$ cat config.mk
export PLATFORM = sky130hd
export DESIGN_NAME = pfd_edge_sel
export DESIGN_NICKNAME = d
export VERILOG_FILES = /design/src/rtl/pfd_pkg.sv /design/src/rtl/pfd_edge_det.sv /design/src/rtl/pfd_tristate.sv /design/src/rtl/pfd_lock.sv /design/src/rtl/pfd_edge_sel.sv
export SDC_FILE = /design/constraint.sdc
export NUM_CORES = 1
export LEC_CHECK = 0
export CORE_ASPECT_RATIO = 1.75
export CORE_MARGIN = 8
export CORE_UTILIZATION = 30
export CTS_CLUSTER_DIAMETER = 80
export DETAILED_ROUTE_END_ITERATION = 8
export PLACE_DENSITY = 0.46
export SLEW_MARGIN = 20
export SYNTH_ARGS = -nofsm -noshare
export SYNTH_HDL_FRONTEND = slang
export SYNTH_HIERARCHICAL = 1
export SYNTH_SLANG_ARGS = --single-unit
$ cat constraint.sdc
create_clock -name clk -period 3.3 [get_ports clk]
set_input_delay 0.825 -clock clk [delete_from_list [all_inputs] [get_ports clk]]
set_output_delay 0.825 -clock clk [all_outputs]
set_load 0.02 [all_outputs]
$ cat src/rtl/pfd_pkg.sv
package pfd_pkg;
  typedef enum logic {
    EDGE_RISE = 1'b0,
    EDGE_FALL = 1'b1
  } edge_pol_e;

  localparam int unsigned PFD_LANES = 2;
  localparam int unsigned LANE_REF  = 0;
  localparam int unsigned LANE_FB   = 1;
endpackage

$ cat src/rtl/pfd_edge_det.sv
module pfd_edge_det #(
  parameter int unsigned STAGES = 2
) (
  input  logic clk,
  input  logic rst,
  input  logic clr,
  input  logic pol,
  input  logic din,
  output logic ev
);
  localparam int unsigned DEPTH = STAGES + 1;

  logic [DEPTH-1:0] sh_q;
  logic cur, hist;

  always_ff @(posedge clk) begin
    if (rst || clr) sh_q <= '0;
    else            sh_q <= {sh_q[DEPTH-2:0], din};
  end

  assign cur  = sh_q[STAGES-1];
  assign hist = sh_q[STAGES];
  assign ev   = (pol == pfd_pkg::EDGE_FALL) ? (hist & ~cur) : (~hist & cur);

  AST_EV_SINGLE: assert property (@(posedge clk) disable iff (rst || clr)
    ev && $stable(pol) |=> !ev || !$stable(pol));
endmodule

$ cat src/rtl/pfd_tristate.sv
module pfd_tristate (
  input  logic clk,
  input  logic rst,
  input  logic clr,
  input  logic ref_ev,
  input  logic fb_ev,
  output logic up_q,
  output logic dn_q,
  output logic coin_q
);
  always_ff @(posedge clk) begin
    if (rst || clr) begin
      up_q   <= 1'b0;
      dn_q   <= 1'b0;
      coin_q <= 1'b0;
    end else if (up_q && dn_q) begin
      up_q   <= ref_ev && !fb_ev;
      dn_q   <= fb_ev && !ref_ev;
      coin_q <= ref_ev && fb_ev;
    end else if (!up_q && !dn_q && ref_ev && fb_ev) begin
      up_q   <= 1'b0;
      dn_q   <= 1'b0;
      coin_q <= 1'b1;
    end else begin
      up_q   <= up_q | ref_ev;
      dn_q   <= dn_q | fb_ev;
      coin_q <= 1'b0;
    end
  end

  AST_COINCIDENT: assert property (@(posedge clk) disable iff (rst || clr)
    !up_q && !dn_q && ref_ev && fb_ev |=> !up_q && !dn_q);
  AST_UP_HOLD: assert property (@(posedge clk) disable iff (rst || clr)
    up_q && !dn_q && !fb_ev |=> up_q);
endmodule

$ cat src/rtl/pfd_lock.sv
module pfd_lock #(
  parameter int unsigned LOCK_RUNS = 16,
  parameter int unsigned WIDTH_TOL = 2
) (
  input  logic clk,
  input  logic rst,
  input  logic clr,
  input  logic up_i,
  input  logic dn_i,
  input  logic coin_i,
  output logic locked_q
);
  localparam int unsigned WW = $clog2(WIDTH_TOL + 2);
  localparam int unsigned CW = $clog2(LOCK_RUNS + 1);
  localparam logic [WW-1:0] TOL_V = WW'(WIDTH_TOL);
  localparam logic [WW-1:0] SAT_V = WW'(WIDTH_TOL + 1);
  localparam logic [CW-1:0] RUN_V = CW'(LOCK_RUNS);

  logic [WW-1:0] wcnt_q;
  logic [CW-1:0] run_q;
  logic single, done;

  assign single = up_i ^ dn_i;
  assign done   = up_i & dn_i;

  always_ff @(posedge clk) begin
    if (rst || clr) begin
      wcnt_q   <= '0;
      run_q    <= '0;
      locked_q <= 1'b0;
    end else begin
      if (single) wcnt_q <= (wcnt_q == SAT_V) ? wcnt_q : wcnt_q + 1'b1;
      else        wcnt_q <= '0;
      if (single && wcnt_q >= TOL_V) begin
        run_q    <= '0;
        locked_q <= 1'b0;
      end else if ((done && wcnt_q <= TOL_V) || coin_i) begin
        if (run_q != RUN_V) run_q <= run_q + 1'b1;
        locked_q <= (run_q + 1'b1 >= RUN_V);
      end
    end
  end

  AST_LOCK_DROP: assert property (@(posedge clk) disable iff (rst || clr)
    single && wcnt_q == TOL_V |=> !locked_q);
endmodule

$ cat src/rtl/pfd_edge_sel.sv
module pfd_edge_sel #(
  parameter int unsigned SYNC_STAGES = 2,
  parameter int unsigned LOCK_RUNS   = 16,
  parameter int unsigned WIDTH_TOL   = 2
) (
  input  logic clk,
  input  logic rst,
  input  logic pwr_dn,
  input  logic edge_fall,
  input  logic ref_clk,
  input  logic fb_clk,
  output logic pump_up,
  output logic pump_dn,
  output logic lock_ok
);
  import pfd_pkg::*;

  logic [PFD_LANES-1:0] lane_in;
  logic [PFD_LANES-1:0] lane_ev;
  logic coin;

  assign lane_in[LANE_REF] = ref_clk;
  assign lane_in[LANE_FB]  = fb_clk;

  for (genvar g = 0; g < PFD_LANES; g++) begin : g_lane
    pfd_edge_det #(.STAGES(SYNC_STAGES)) u_det (
      .clk (clk),
      .rst (rst),
      .clr (pwr_dn),
      .pol (edge_fall),
      .din (lane_in[g]),
      .ev  (lane_ev[g])
    );
  end

  pfd_tristate u_core (
    .clk    (clk),
    .rst    (rst),
    .clr    (pwr_dn),
    .ref_ev (lane_ev[LANE_REF]),
    .fb_ev  (lane_ev[LANE_FB]),
    .up_q   (pump_up),
    .dn_q   (pump_dn),
    .coin_q (coin)
  );

  pfd_lock #(.LOCK_RUNS(LOCK_RUNS), .WIDTH_TOL(WIDTH_TOL)) u_lock (
    .clk      (clk),
    .rst      (rst),
    .clr      (pwr_dn),
    .up_i     (pump_up),
    .dn_i     (pump_dn),
    .coin_i   (coin),
    .locked_q (lock_ok)
  );

  AST_OVERLAP_ONE: assert property (@(posedge clk) disable iff (rst)
    pump_up && pump_dn |=> !(pump_up && pump_dn));
  AST_PD_QUIET: assert property (@(posedge clk) disable iff (rst)
    pwr_dn |=> !pump_up && !pump_dn && !lock_ok);
endmodule

* Word-level counts from Yosys, hierarchy flattened
Index checks and enable logic that the tools add are counted.
Storage, ports and cells: output and inout port bits 3, bits in registers 17, logic and storage cells 54
Operators by class: magnitude comparators 3, equal/unequal tests 2, add/subtract/negate cells 2, multiplexer cells 8, reductions and logical operators 18, bitwise operators 13
Operators with widths (count):
- logical AND 1 bit | 9
- two-way mux 1 bit | 8
- adder 5 x 1 -> 5 bit (second input constant) | 1
- AND 1 bit | 5
- greater-or-equal comparator 5 bit (second input constant) | 1
- != test 5 bit (second input constant) | 1
- inverter 1 bit | 5
- zero test 1 bit | 4
- OR reduction 2 bit | 2
- adder 2 x 1 -> 2 bit (second input constant) | 1
- equality test 2 bit (second input constant) | 1
- greater-or-equal comparator 2 bit (second input constant) | 1
- <= comparator 2 bit (second input constant) | 1
- logical OR 1 bit | 2
- OR 1 bit | 2
- AND reduction 2 bit | 1
- XOR 1 bit | 1

* Longest topological paths before layout
Gate-level depths: netlist of the first run.
depth in word-level cells 7, depth in mapped cells 6, mapped depth without buffers 6

* Modules after synthesis
Netlist of the first run, hierarchy kept.
By module, submodules not included:
- pfd_lock | area an instance 440.4 µm², cells an instance 48, instances 1, sequential area each 160.2 µm²
- pfd_edge_det | area an instance 107.6 µm², cells an instance 10, instances 2, sequential area each 60.1 µm²
- pfd_tristate | area an instance 127.6 µm², cells an instance 12, instances 1, sequential area each 60.1 µm²

* Worst setup path after synthesis of the first run
OpenSTA, ideal clock, no wires.
path kind input to register, from in edge_fall, to reg with a tool-made name, buffers on the path 0, cell stages on the path 4, library setup time 0.095 ns, arrival 1.365 ns, setup slack 1.840 ns, cell sequence nand2b_1 o21ai_2 inv_1 a221oi_1
RTL lines:
- from (decl) | line pfd_edge_sel.sv:9 | input logic edge_fall,

==> results of run 1 <==
-- layer usage --
layer  wire length (um)  track usage (%)  part of all wire [%]
met5                  0                0                     0
met4                  0             3.38                     0
met3                 52             2.32                   3.9
met2                741             11.4                    55
met1                546             6.60                    41
-- area by class of cell --
cell class                      count  area (um^2)
Sequential cell                    17          340
Multi-Input combinational cell     58          424
Clock buffer                        3         41.3
Timing Repair Buffer                8         80.1
Fill cell                         266         1550
Tap cell                           26         32.5
Clock inverter                      1         5.00
Inverter                            5         18.8
-- cell families after synthesis --
family | Yosys count | share of synthesized area (%)
AO/OA/AOI/OAI | 10 | 9.90
XOR/XNOR | 7 | 7.83
adder cells (fa/ha/maj) | 6 | 9.58
buffers and inverters | 5 | 2.40
AND/OR/NAND/NOR | 34 | 25.6
multiplexers | 1 | 1.28
flip-flops | 17 | 43.5
-- flip-flops by register name (all words and copies together), names as in the netlist, named ones only --
| name | cells |
|---|---|
| g_lane.u_det/sh_q | 6 |
| u_core/coin_q | 1 |
| u_core/up_q | 1 |
| u_lock/locked_q | 1 |
| u_lock/run_q | 5 |
| u_lock/wcnt_q | 2 |
-- synthesized netlist by cell type (all sizes together) --
| library cell | count |
|---|---|
| nor3 | 2 |
| a221oi | 2 |
| xor2 | 4 |
| o211ai | 1 |
| o21ai | 4 |
| nor2 | 13 |
| o2111ai | 1 |
| nand2 | 2 |
| nor4b | 1 |
| dfxtp | 17 |
| o21bai | 1 |
| nand3b | 2 |
| a21oi | 1 |
| ha | 6 |
| inv | 5 |
| nor2b | 1 |
| nand3 | 1 |
| and2 | 6 |
| nand4bb | 1 |
| mux2i | 1 |
| xnor2 | 3 |
| or2 | 1 |
| nand2b | 4 |
-- power breakdown --
group          internal (mW)  switching [mW]
logic                0.00838         0.00660
clock network         0.0836          0.0685
registers              0.207        0.000825
total                  0.299          0.0759
-- stage by stage --
stage	cell area (um^2)	hold slack, ps
global route	942	454
detailed placement	896	420
global placement	896	416
CTS	942	442
floorplan	783	406
finish	942	438
-- worst max-delay path by stage --
stage | startpoint | endpoint
finish | flip-flop | pump_dn
global route | u_core/up_q | pump_up
CTS | u_core/up_q | pump_up
detailed placement | pwr_dn | u_lock/locked_q
global placement | edge_fall | u_core/up_q
floorplan | edge_fall | flip-flop
==> flow_metrics.tcl, run 1 <==
set metrics [dict create \
    dp_slack_ps 1260 \
    syn_to_final_growth_pct 20.3 \
    critPathTopFamily "buffers and inverters" \
    final_core_util_pct 37.8 \
    hold_end "g_lane[0].u_det/sh_q[1]" \
    wl_per_cell_um 11.3 \
    cp.depth 1 \
    cts_tree "built" \
    final_hold_viol_count 0 \
    via_count 561 \
    die_x_um 54.6 \
    ff2ff_setup_slack_ps 2020 \
    cts_buffers 3 \
    worstPathRequired_ps 2470 \
    yosysSeqAreaShare_pct 43.5 \
    slowest_delay_ps 640 \
    fin_crit_sh_pct 64.9 \
    die_height_um 83.6 \
    antenna_found_initial 0 \
    crit_arrival_ps 1320 \
    grt_pass1_vias 588 \
    syn_area_um2 783 \
    rsz0062_at_grt "no" \
    totalPowerFinal_uw 375 \
    syn_inst 80 \
    wirelength_mm 1.34 \
    ys_seq_elements 17 \
    mostFrequentLayoutCell "dfxtp_1" \
    hold_buffers 0 \
    ant_nets 0 \
    drive_gt1_share_pct 12.0 \
    r2r-end "u_lock/run_q[1]" \
    layout.nets 105 \
    via_per_inst 4.75 \
    setup_tns_ps 0 \
    setup_ws_ps 1160 \
    antenna_cells 0 \
    yosys.area.top_type "dfxtp_1" \
    cts_setup_buffers 0 \
    cts_htree_levels 1 \
    grt_max_degree 11 \
    grt.overflow.total 0 \
    tightest_slew_ps 233 \
    postCtsResizedCells 0 \
    initial_core_util_pct 31.4 \
    worstPathCellList "clkdlybuf4s50_1" \
    clk_latency_ps 250 \
    io_buffer_count 8 \
    min_period_ps 2140 \
    yosysWarnings 6 \
    leakagePower_nw 0.371 \
    path_buf_inv 1 \
    synth_fp_nets 92 \
    cts_sinks 17 \
    final_cell_mix "17 x dfxtp_1, 11 x nor2_1, 8 x clkdlybuf4s50_1" \
    hold_start "g_lane[0].u_det/sh_q[0]" \
    slew_viol_final 0 \
    cap_violations 0 \
    grt_pass1_wl_mm 2.36 \
    max_slew_margin_pct 84.4 \
    core_um2 2490 \
    slowest_stage "clkdlybuf4s50_1" \
    hpwl_mm 1.12 \
    dpl.cell_count 114 \
    ff2ff_path_depth 5 \
    routabilityCongestion 0.759 \
    cts.clk_slew.worst_paths_ps 60 \
    fin_cells 118 \
    max_freq_ghz 0.467 \
    io_pins 9 \
    row_count 24 \
    worst_ir_drop_vdd_v 0.000262 \
    drt_iter0_markers 13 \
    dieArea_um2 4570 \
    hold_depth 1 \
    drtPass1Iterations 4 \
    ys_types 25 \
    cts_max_path_buffers 2 \
    path_class "flip-flop to primary output" \
    synth_area_per_cell_um2 9.79 \
    synth_area_leaders "dfxtp_1 43%, ha_1 9.6%, nor2_1 5.3%" \
    drc 0 \
    power.density_nw_per_um2 398 \
    grt_usage_pct 6.71 \
    setup_viol 0 \
    outcome "finished, final reports clean" \
    endpoint_kind "primary output" \
    fin_worst_skew_ps 2.64 \
    cp_max_fo 5 \
    r2r_start "u_core/up_q" \
    cp-start-kind "flip-flop" \
    hp-class "flip-flop to flip-flop" \
    cts_root_buf "clkbuf_8" \
    netlist.area_leader.share_pct 43.5 \
]
(Power assumes the default switching activity.)
==> inputs of run 2 (changes only) <==
- clock period: 3.3 -> 2.1 ns (I/O delays scaled with it)
==> results of run 2 <==
Same layout as run 1 (identical final DEF). Status: finished, final reports clean.
Main changes from that run: setup slack after placement 1260 ps -> 361 ps; setup slack after layout 1160 ps -> 259 ps; register-to-register setup slack 2020 ps -> 820 ps; total power 0.375 mW -> 0.589 mW; worst IR drop on VDD 0.000262 V -> 0.000412 V
==> inputs of run 3 (changes only) <==
--- a/config.mk
+++ b/config.mk
@@ -6,11 +6,10 @@
 export NUM_CORES = 1
 export LEC_CHECK = 0
-export CORE_ASPECT_RATIO = 1.75
 export CORE_MARGIN = 8
-export CORE_UTILIZATION = 30
+export CORE_UTILIZATION = 52
 export CTS_CLUSTER_DIAMETER = 80
 export DETAILED_ROUTE_END_ITERATION = 8
-export PLACE_DENSITY = 0.46
-export SLEW_MARGIN = 20
+export PLACE_DENSITY = 0.73
+export SLEW_MARGIN = 0
 export SYNTH_ARGS = -nofsm -noshare
 export SYNTH_HDL_FRONTEND = slang
==> constraint.sdc (replaced) <==
create_clock -name clk -period 2.1 [get_ports clk]
set_input_delay 0.21 -clock clk [delete_from_list [all_inputs] [get_ports clk]]
set_output_delay 0.21 -clock clk [all_outputs]
set_load 0.02 [all_outputs]
==> run 3 against run 2 <==
  * Hold slack better by 0.76 ps
  * Clock power down 30%
  * Utilization up 25 points
  * Power down 12%
  * Sequential share of layout area up 1.3 points
  * Cell count down 8.5%
  * Routed wire length down 7.8%
  * Global-route usage up 2.6 points
  * Flip-flop and latch count unchanged
  * Die area down 34%
  * Clock skew up 1.6 ps
  * Maximum frequency up 19%
  * Critical path type unchanged
  * Critical endpoint unchanged
  * Largest power group unchanged
  * Highest routed layer is now met4
==> flow_metrics.tcl, run 3 (synthesized netlist as in run 1, its figures left out) <==
set metrics [dict create \
    initial_core_util_pct 53.9 \
    layout.nets 105 \
    max_freq_ghz 0.644 \
    cts_max_path_buffers 2 \
    ff_latch_area_um2 340 \
    fin_crit_sh_pct 73.9 \
    power_switching_uw 106 \
    top_regs "g_lane.u_det/sh_q x6, u_lock/run_q x5, u_lock/wcnt_q x2" \
    grt_pass1_wl_mm 2.05 \
    syn_to_final_growth_pct 16.1 \
    core_um2 1450 \
    slowest_delay_ps 640 \
    min_period_ps 1550 \
    antenna_found_initial 0 \
    hp-class "flip-flop to flip-flop" \
    critPathTopFamily "buffers and inverters" \
    die_height_um 54.8 \
    via_per_inst 5.05 \
    hold_buffers 0 \
    worstPathCellList "clkdlybuf4s50_1" \
    outcome "finished, final reports clean" \
    slowest_stage "clkdlybuf4s50_1" \
    hpwl_um 977 \
    setup_ws_ps 547 \
    ant_nets 0 \
    cts_root_buf "clkbuf_4" \
    dieArea_um2 3000 \
    drc 0 \
    p_sw_share_pct 20.5 \
    grt.overflow.total 0 \
    power.density_nw_per_um2 569 \
    io_buffer_count 8 \
    cts_tree "built" \
    grt_usage_pct 9.36 \
    io_pins 9 \
    row_count 14 \
    cts_sinks 17 \
    crit_arrival_ps 1340 \
    die_x_um 54.8 \
    pwr-share-comb_pct 4.5 \
    wirelength_mm 1.24 \
    cp_max_fo 5 \
    endpoint_kind "primary output" \
    grt_pass1_vias 518 \
    cts_buffers 3 \
    fillers 122 \
    top_register "g_lane.u_det/sh_q" \
    drtPass1Iterations 4 \
    cp-start-kind "flip-flop" \
    routabilityCongestion 0.753 \
    p_int_uw 412 \
    worst_ir_drop_vdd_v 0.000287 \
    max_slew_margin_pct 83.5 \
    path_buf_inv 1 \
    setup_tns_ps 0 \
    final_cell_mix "17 x dfxtp_1, 11 x nor2_1, 8 x clkdlybuf4s50_1" \
    cts_setup_buffers 0 \
    holdWs_ps 439 \
    largest_reg_flops 6 \
    power_frac_clock_pct 32.5 \
    cts_htree_levels 1 \
    seq_power_share_pct 63.0 \
    setup_viol 0 \
    cts.clk_slew.worst_paths_ps 90 \
    grt_max_degree 10 \
    dp_slack_ps 656 \
    fin_worst_skew_ps 4.20 \
    drive_gt1_share_pct 10.9 \
    leakagePower_nw 0.360 \
    path_class "flip-flop to primary output" \
    multiInputGateArea_um2 424 \
    rsz0062_at_grt "no" \
    via_count 545 \
    postCtsResizedCells 0 \
    antenna_cells 0 \
    clk_latency_ps 280 \
    final_hold_viol_count 0 \
    tightest_slew_ps 248 \
    worstPathRequired_ps 1890 \
    cap_violations 0 \
    wl_per_cell_um 11.4 \
    mostFrequentLayoutCell "dfxtp_1" \
    slew_viol_final 0 \
    drt_iter0_markers 6 \
]
==> run 3: cell types whose count changed in the layout (fill, tap and decap cells not counted), sizes merged <==
cell	change
clkbuf	+1
clkinv	-1
==> run 3: path summary, 6_finish.rpt <==
check,startpoint,end,slack [ps],depth (start not counted)
max,flip-flop,pump_dn,550,1
min,g_lane[0].u_det/sh_q[0],g_lane[0].u_det/sh_q[1],440,1
max reg2reg,u_core/up_q,u_lock/run_q[2],830,5
min reg2reg,g_lane[0].u_det/sh_q[0],g_lane[0].u_det/sh_q[1],440,1
==> run 3: metal layers <==
| metal | GRT usage, % | part of all wire [%] | routed length (um) | up-vias |
|---|---|---|---|---|
| met3 | 3.26 | 4.5 | 56 | 2 |
| met4 | 4.92 | 0.81 | 10 | 0 |
| met1 | 11.5 | 52 | 643 | 244 |
| met5 | 0 | 0 | 0 | - |
| li1 | - | - | - | 292 |
| met2 | 14.0 | 42 | 524 | 7 |
==> run 3: final cells by class <==
| class | instances | share of cell area [%] |
|---|---|---|
| inverters | 5 | 2.06 |
| well taps | 16 | 2.20 |
| multi-input cells | 58 | 46.6 |
| repair buffers | 8 | 8.80 |
| clock buffers | 4 | 2.89 |
| flip-flops and latches | 17 | 37.4 |
==> run 3: power by group through the flow <==
stage,combinational [mW],sequential [mW],clock [mW]
after floorplan,0.00915,0.334,0
after global placement,0.0231,0.333,0
after detailed placement,0.0235,0.334,0
after CTS,0.0236,0.326,0.177
after global routing,0.0258,0.327,0.190
final,0.0233,0.326,0.168
==> run 3: through the flow <==
| stage | instance area [um^2] | total power [mW] | cells | utilization (%) |
|---|---|---|---|---|
| 6_report | 910 | 0.518 | 108 | 62.6 |
| 3_5_place_dp | 883 | 0.357 | 104 | 60.8 |
| 2_1_floorplan | 783 | 0.343 | 80 | - |
| 5_1_grt | 910 | 0.542 | 108 | 62.6 |
| 3_3_place_gp | 883 | 0.357 | 104 | 60.8 |
| 4_1_cts | 910 | 0.526 | 108 | 62.6 |
